**config.mk**
```make
export PLATFORM = sky130hd
export DESIGN_NAME = opUpdateSeq
export DESIGN_NICKNAME = d
export VERILOG_FILES = /design/src/rtl/opUpdateSeqPkg.sv /design/src/rtl/laneMaskDecode.sv /design/src/rtl/opUpdateDatapath.sv /design/src/rtl/opUpdateControl.sv /design/src/rtl/opUpdateSeq.sv
export SDC_FILE = /design/constraint.sdc
export NUM_CORES = 1
export LEC_CHECK = 0
export BUFFER_PORTS_ARGS = -buffer_cell sky130_fd_sc_hd__buf_4
export CORE_UTILIZATION = 53
export DETAILED_ROUTE_END_ITERATION = 10
export PLACE_DENSITY = 0.78
export SYNTH_ARGS = -nofsm -noshare
export SYNTH_HDL_FRONTEND = slang
export SYNTH_SLANG_ARGS = --single-unit
```
**constraint.sdc**
```tcl
create_clock -name clk -period 3.1 [get_ports clk]
set_input_delay 0 -clock clk [delete_from_list [all_inputs] [get_ports clk]]
set_output_delay 0 -clock clk [all_outputs]
set_load 0.02 [all_outputs]
```
**src/rtl/opUpdateSeqPkg.sv**
```systemverilog
package opUpdateSeqPkg;
  // operand field positions
  localparam int VEC_BIT   = 63;
  localparam int X_MODE_LO = 46;
  localparam int X_VAL_LO  = 41;
  localparam int Y_MODE_LO = 37;
  localparam int Y_VAL_LO  = 32;
  localparam int SKIP_LO   = 27;
  localparam int ZROW_LO   = 20;
  localparam int MODE_W    = 2;
  localparam int VAL_W     = 5;
  localparam int OP_W      = 3;

  typedef struct packed {
    logic load;     // capture operand, build pair set
    logic advance;  // retire current pair
  } seqStrobes_t;

  typedef enum logic [1:0] {ST_IDLE, ST_RUN, ST_FIN} seqState_t;
endpackage

```
**src/rtl/laneMaskDecode.sv**
```systemverilog
module laneMaskDecode #(
  parameter int LANES = 8,
  parameter int VAL_W = 5
) (
  input  logic [1:0]       mode,
  input  logic [VAL_W-1:0] value,
  output logic [LANES-1:0] mask
);
  always_comb begin
    for (int k = 0; k < LANES; k++) begin
      unique case (mode)
        2'd0: mask[k] = (value == '0) ||
                        (value == VAL_W'(1) && (k % 2 == 1)) ||
                        (value == VAL_W'(2) && (k % 2 == 0));
        2'd1: mask[k] = (int'(value) == k);
        2'd2: mask[k] = (value == '0) || (k < int'(value));
        default: mask[k] = (value == '0) || (k >= LANES - int'(value));
      endcase
    end
  end
endmodule

```
**src/rtl/opUpdateDatapath.sv**
```systemverilog
module opUpdateDatapath
  import opUpdateSeqPkg::*;
#(
  parameter int LANES  = 8,
  parameter int ZROW_W = 6,
  localparam int LANE_W = $clog2(LANES),
  localparam int PAIRS  = LANES * LANES,
  localparam int PAIR_W = $clog2(PAIRS)
) (
  input  logic              clk,
  input  logic              rstN,
  input  seqStrobes_t       strobes,
  input  logic [63:0]       operand,
  output logic              pending,
  output logic              lastOne,
  output logic [LANE_W-1:0] cmdXLane,
  output logic [LANE_W-1:0] cmdYLane,
  output logic [ZROW_W-1:0] cmdZRow,
  output logic [LANE_W-1:0] cmdZLane,
  output logic [OP_W-1:0]   cmdOp
);
  logic [LANES-1:0]  xMask, yMask;
  logic [PAIRS-1:0]  pairEn;
  logic [PAIRS-1:0]  remQ;
  logic              vecQ;
  logic [ZROW_W-1:0] zRowQ;
  logic [OP_W-1:0]   opQ;
  logic [PAIR_W-1:0] curIdx;
  logic [LANE_W-1:0] xIdx, yIdx;

  laneMaskDecode #(.LANES(LANES), .VAL_W(VAL_W)) u_xMask (
    .mode (operand[X_MODE_LO +: MODE_W]),
    .value(operand[X_VAL_LO +: VAL_W]),
    .mask (xMask)
  );

  laneMaskDecode #(.LANES(LANES), .VAL_W(VAL_W)) u_yMask (
    .mode (operand[Y_MODE_LO +: MODE_W]),
    .value(operand[Y_VAL_LO +: VAL_W]),
    .mask (yMask)
  );

  // pair index = xLane*LANES + yLane; vector mode uses only yLane==0 slots
  for (genvar gi = 0; gi < LANES; gi++) begin : g_x
    for (genvar gj = 0; gj < LANES; gj++) begin : g_y
      localparam bit FIRST_COL = (gj == 0);
      assign pairEn[gi*LANES + gj] =
        xMask[gi] & (operand[VEC_BIT] ? FIRST_COL : yMask[gj]);
    end
  end

  always_ff @(posedge clk or negedge rstN) begin
    if (!rstN) begin
      remQ  <= '0;
      vecQ  <= 1'b0;
      zRowQ <= '0;
      opQ   <= '0;
    end else if (strobes.load) begin
      remQ  <= pairEn;
      vecQ  <= operand[VEC_BIT];
      zRowQ <= operand[ZROW_LO +: ZROW_W];
      opQ   <= operand[SKIP_LO +: OP_W];
    end else if (strobes.advance) begin
      remQ  <= remQ & (remQ - PAIRS'(1));
    end
  end

  always_comb begin
    curIdx = '0;
    for (int p = PAIRS - 1; p >= 0; p--) begin
      if (remQ[p]) curIdx = PAIR_W'(p);
    end
  end

  assign pending = |remQ;
  assign lastOne = pending && ((remQ & (remQ - PAIRS'(1))) == '0);

  assign xIdx     = curIdx[PAIR_W-1:LANE_W];
  assign yIdx     = curIdx[LANE_W-1:0];
  assign cmdXLane = xIdx;
  assign cmdZLane = xIdx;
  assign cmdYLane = vecQ ? xIdx : yIdx;
  assign cmdZRow  = vecQ ? zRowQ
                         : ((ZROW_W'(yIdx) << LANE_W) | ZROW_W'(zRowQ[LANE_W-1:0]));
  assign cmdOp    = opQ;
endmodule

```
**src/rtl/opUpdateControl.sv**
```systemverilog
module opUpdateControl
  import opUpdateSeqPkg::*;
(
  input  logic        clk,
  input  logic        rstN,
  input  logic        start,
  input  logic        cmdReady,
  input  logic        pending,
  input  logic        lastOne,
  output seqStrobes_t strobes,
  output logic        busy,
  output logic        done,
  output logic        cmdValid
);
  seqState_t stateQ, stateD;
  logic      fire;

  assign cmdValid = (stateQ == ST_RUN) && pending;
  assign fire     = cmdValid && cmdReady;
  assign busy     = (stateQ == ST_RUN);
  assign done     = (stateQ == ST_FIN);

  always_comb begin
    stateD          = stateQ;
    strobes.load    = 1'b0;
    strobes.advance = fire;
    unique case (stateQ)
      ST_IDLE: if (start) begin
        strobes.load = 1'b1;
        stateD       = ST_RUN;
      end
      ST_RUN: if (!pending || (fire && lastOne)) stateD = ST_FIN;
      default: stateD = ST_IDLE;
    endcase
  end

  always_ff @(posedge clk or negedge rstN) begin
    if (!rstN) stateQ <= ST_IDLE;
    else       stateQ <= stateD;
  end
endmodule

```
**src/rtl/opUpdateSeq.sv**
```systemverilog
module opUpdateSeq
  import opUpdateSeqPkg::*;
#(
  parameter int LANES  = 8,
  parameter int ZROW_W = 6,
  localparam int LANE_W = $clog2(LANES)
) (
  input  logic              clk,
  input  logic              rstN,
  input  logic              start,
  input  logic [63:0]       operand,
  input  logic              cmdReady,
  output logic              busy,
  output logic              done,
  output logic              cmdValid,
  output logic [LANE_W-1:0] cmdXLane,
  output logic [LANE_W-1:0] cmdYLane,
  output logic [ZROW_W-1:0] cmdZRow,
  output logic [LANE_W-1:0] cmdZLane,
  output logic [OP_W-1:0]   cmdOp
);
  seqStrobes_t strobes;
  logic        pending, lastOne;

  opUpdateControl u_ctrl (
    .clk(clk), .rstN(rstN), .start(start), .cmdReady(cmdReady),
    .pending(pending), .lastOne(lastOne), .strobes(strobes),
    .busy(busy), .done(done), .cmdValid(cmdValid)
  );

  opUpdateDatapath #(.LANES(LANES), .ZROW_W(ZROW_W)) u_dp (
    .clk(clk), .rstN(rstN), .strobes(strobes), .operand(operand),
    .pending(pending), .lastOne(lastOne),
    .cmdXLane(cmdXLane), .cmdYLane(cmdYLane), .cmdZRow(cmdZRow),
    .cmdZLane(cmdZLane), .cmdOp(cmdOp)
  );
endmodule

```
==> out/metrics.yaml <==
finClkSkew_ns: 0.009370
rr_startpoint: "u_dp.remQ[40]$_DFFE_PN0P_"
finalHoldViolCount: 0
switching_share: 0.4784
h-tree-depth: 3
status: "finished with violations"
grt_overflow: 0
drt_iter0_markers: 933
syn-cell-area_sq_um: 6003
fp.dieH_microns: 108.4
drv_cap: 0
min_from: "start"
power_density_nw_per_um2: 1192
dieArea_sq_um: 11760
arrival_ns: 3.52
root_buffer: "clkbuf_16"
core-area_sq_um: 10940
rows: 38
synth.net_count: 860
grt_pass1_vias: 6623
worstMarginPinSlew_ns: 0.9638
nets: 993
syn_avg_cell_area_sq_um: 7.696
finalPower_mw: 9.317
relSlewSlack: 0.3575
synthArstFlopShare: 1.000
hpwl_microns: 15750
ir_drop_mv: 0.8112
cp_data_required_time_ns: 3.30
endpoint_kind: "register"
pwr-share-clk: 0.132
grt_max_degree: 77
cts.sinks: 76
p_leak_nw: 3.396
fin_crit_sh: 1.070
drc: 0
vias: 7219
min_path_type: "input port to register"
n_antenna_cell: 0
mostFrequentLayoutCells: "174 x buf_4, 81 x o21ai_0, 77 x nand2_1, 76 x dfrtp_1, 59 x a21oi_1"
synth_warnings: 0
start_kind: "register"
antenna_found_initial: 0
max_freq_mhz: 301.5
switching_power_mw: 4.458
drive_above_1_share: 0.2571
grt_first_pass_wirelength_microns: 35010
place_inst: 1030
wl_per_cell_microns: 21.05
start_util: 0.5490
clk_latency_ns: 0.36
path_max_fanout: 3
wirelength_microns: 22270
place_ws_ns: -0.3117
viasPerCell: 6.823
synthCells: 780
setup_viol_count_final: 2
synth_flop_cell: "dfrtp_1"
antenna_left: 0
p_int_mw: 4.859
ys_seq_area_frac: 0.3168
clkTransAtPathRegs_ns: 0.06
min_period_ns: 3.317
cts_tree: "done"
globalplace.congestion: 1.037
crit_type: "register to register"
yosysUniqueCellTypes: 62
final_common_cell: "buf_4"
startpoint: "u_dp.remQ[40]$_DFFE_PN0P_"
slew_viol_final: 0
grt_use_total: 0.3887
numCtsBuffers: 9
violations: "negative setup slack"
final_cells: 1058
synth-seq-cells: 76
area_delta_synth_final_pct: 30.18
die_w_microns: 108.4
final_util: 0.7146
ios: 89
drt_first_pass_iters: 5
filler_cell_count: 869
max-clock-path-buffers: 2
p_seq_frac: 0.182
layout_setup_ws_ns: -0.2171
synth_edf_count: 0
combPwrFrac: 0.686
port_buffers: 48
rsz0062_at_grt: "true"
worst max-delay path, cell delays in order, from the launching register on:
cell and delay, ns:
dfrtp_1 0.39, or4_4 0.54, or3_1 0.34, or4_4 0.44, or4_4 0.44, a221o_1 0.36
or4_4 0.44, nor4_4 0.16, a21oi_1 0.07
synth_stat cells (4+ instances only):
| cell | n | share of area |
|---|---|---|
| a21o_1 | 7 | 0.0088 |
| or3_1 | 13 | 0.014 |
| o31ai_1 | 31 | 0.039 |
| nor4_2 | 5 | 0.010 |
| a22oi_1 | 4 | 0.0050 |
| nor2_1 | 56 | 0.035 |
| o21a_1 | 4 | 0.0050 |
| o22ai_1 | 6 | 0.0063 |
| buf_4 | 6 | 0.0075 |
| a211oi_1 | 4 | 0.0050 |
| nand2_1 | 80 | 0.050 |
| nand3_1 | 25 | 0.021 |
| a21oi_1 | 59 | 0.049 |
| or4_1 | 18 | 0.023 |
| clkbuf_1 | 55 | 0.034 |
| nand4_1 | 15 | 0.016 |
| nor2b_1 | 7 | 0.0073 |
| inv_1 | 25 | 0.016 |
| and2_1 | 6 | 0.0063 |
| a211o_1 | 4 | 0.0058 |
| nor3_1 | 25 | 0.021 |
| nand2b_1 | 12 | 0.013 |
| or2_2 | 9 | 0.0094 |
| dfrtp_1 | 76 | 0.32 |
| o311ai_0 | 24 | 0.035 |
| nor4_1 | 20 | 0.021 |
| o211ai_1 | 26 | 0.033 |
| o21ai_0 | 82 | 0.068 |
| o32ai_1 | 5 | 0.0073 |
| a31oi_1 | 7 | 0.0073 |
| ha_1 | 12 | 0.025 |
metrics by stage:
stage | TNS (ns) | hold WS (ns) | area, sq um
finish | -0.3912 | 0.1580 | 7815
global route | -0.5270 | 0.1879 | 7815
CTS | -0.4784 | 0.1620 | 7706
detailed placement | -0.7659 | 0.1960 | 7238
global placement | -0.5550 | 0.1870 | 7238
floorplan | -0.7610 | -0.2956 | 6008
state kept, by name (all words and copies together) (netlist names):
signal / flops
u_dp.remQ: 64
u_dp.zRowQ: 6
u_dp.cmdOp: 3
u_ctrl.stateQ: 2
u_dp.vecQ: 1
power groups by stage:
| stage | Clock, mW | Combinational, mW | Sequential [mW] |
|---|---|---|---|
| finish | 1.23 | 6.39 | 1.70 |
| CTS | 1.22 | 6.01 | 1.66 |
| floorplan | 0 | 3.32 | 1.69 |
| global placement | 0 | 5.84 | 1.65 |
| global route | 1.26 | 6.82 | 1.75 |
| detailed placement | 0 | 5.93 | 1.67 |
routing by layer:
layer,vias up,part of all wire,GRT usage
met5,-,0,0
met4,0,0.040,0.1795
met3,79,0.11,0.08439
met2,476,0.44,0.5782
met1,3416,0.41,0.5356
li1,3248,-,-
kinds of logic (layout without fill, tap and decap cells):
logic type | after synthesis | after routing | synth area share
AO/OA/AOI/OAI | 297 | 297 | 0.3235
buffers and inverters | 89 | 227 | 0.05982
XOR/XNOR | 2 | 2 | 0.002918
flip-flops | 76 | 76 | 0.3168
AND/OR/NAND/NOR | 303 | 303 | 0.2703
adder cells (fa/ha/maj) | 13 | 13 | 0.02668
path summary, 6_finish.rpt:
check | to | cells after the start | slack [ns]
max in group asynchronous | u_dp.remQ[32]$_DFFE_PN0P_ | 2 | 2.13
min | u_dp.zRowQ[4]$_DFFE_PN0P_ | 4 | 0.16
min reg2reg | u_dp.zRowQ[1]$_DFFE_PN0P_ | 2 | 0.48
min in group asynchronous | u_dp.remQ[62]$_DFFE_PN0P_ | 2 | 0.35
max reg2reg | u_ctrl.stateQ[0]$_DFFE_PN0P_ | 8 | -0.22
max | u_ctrl.stateQ[0]$_DFFE_PN0P_ | 8 | -0.22
final cells by class:
class / instances / area [sq um] / share of cell area
Clock buffer: 10 / 229.0 / 0.02930
Clock inverter: 6 / 112.6 / 0.01441
Inverter: 25 / 93.84 / 0.01201
Multi-Input combinational cell: 615 / 3866 / 0.4947
Sequential cell: 76 / 1902 / 0.2434
Tap cell: 140 / 175.2 / 0.02241
Timing Repair Buffer: 186 / 1436 / 0.1838
repair_timing:
item | in CTS | in global routing
setup endpoints to repair | 26 | 42
gates resized for setup | 4 | 22
hold buffers | 11 | 0
hold endpoints to repair | 86 | 0
pin swaps | 3 | 3
buffers inserted | 0 | 1
gates cloned | 0 | 0
No activity file was read; power rests on OpenSTA's default activity.
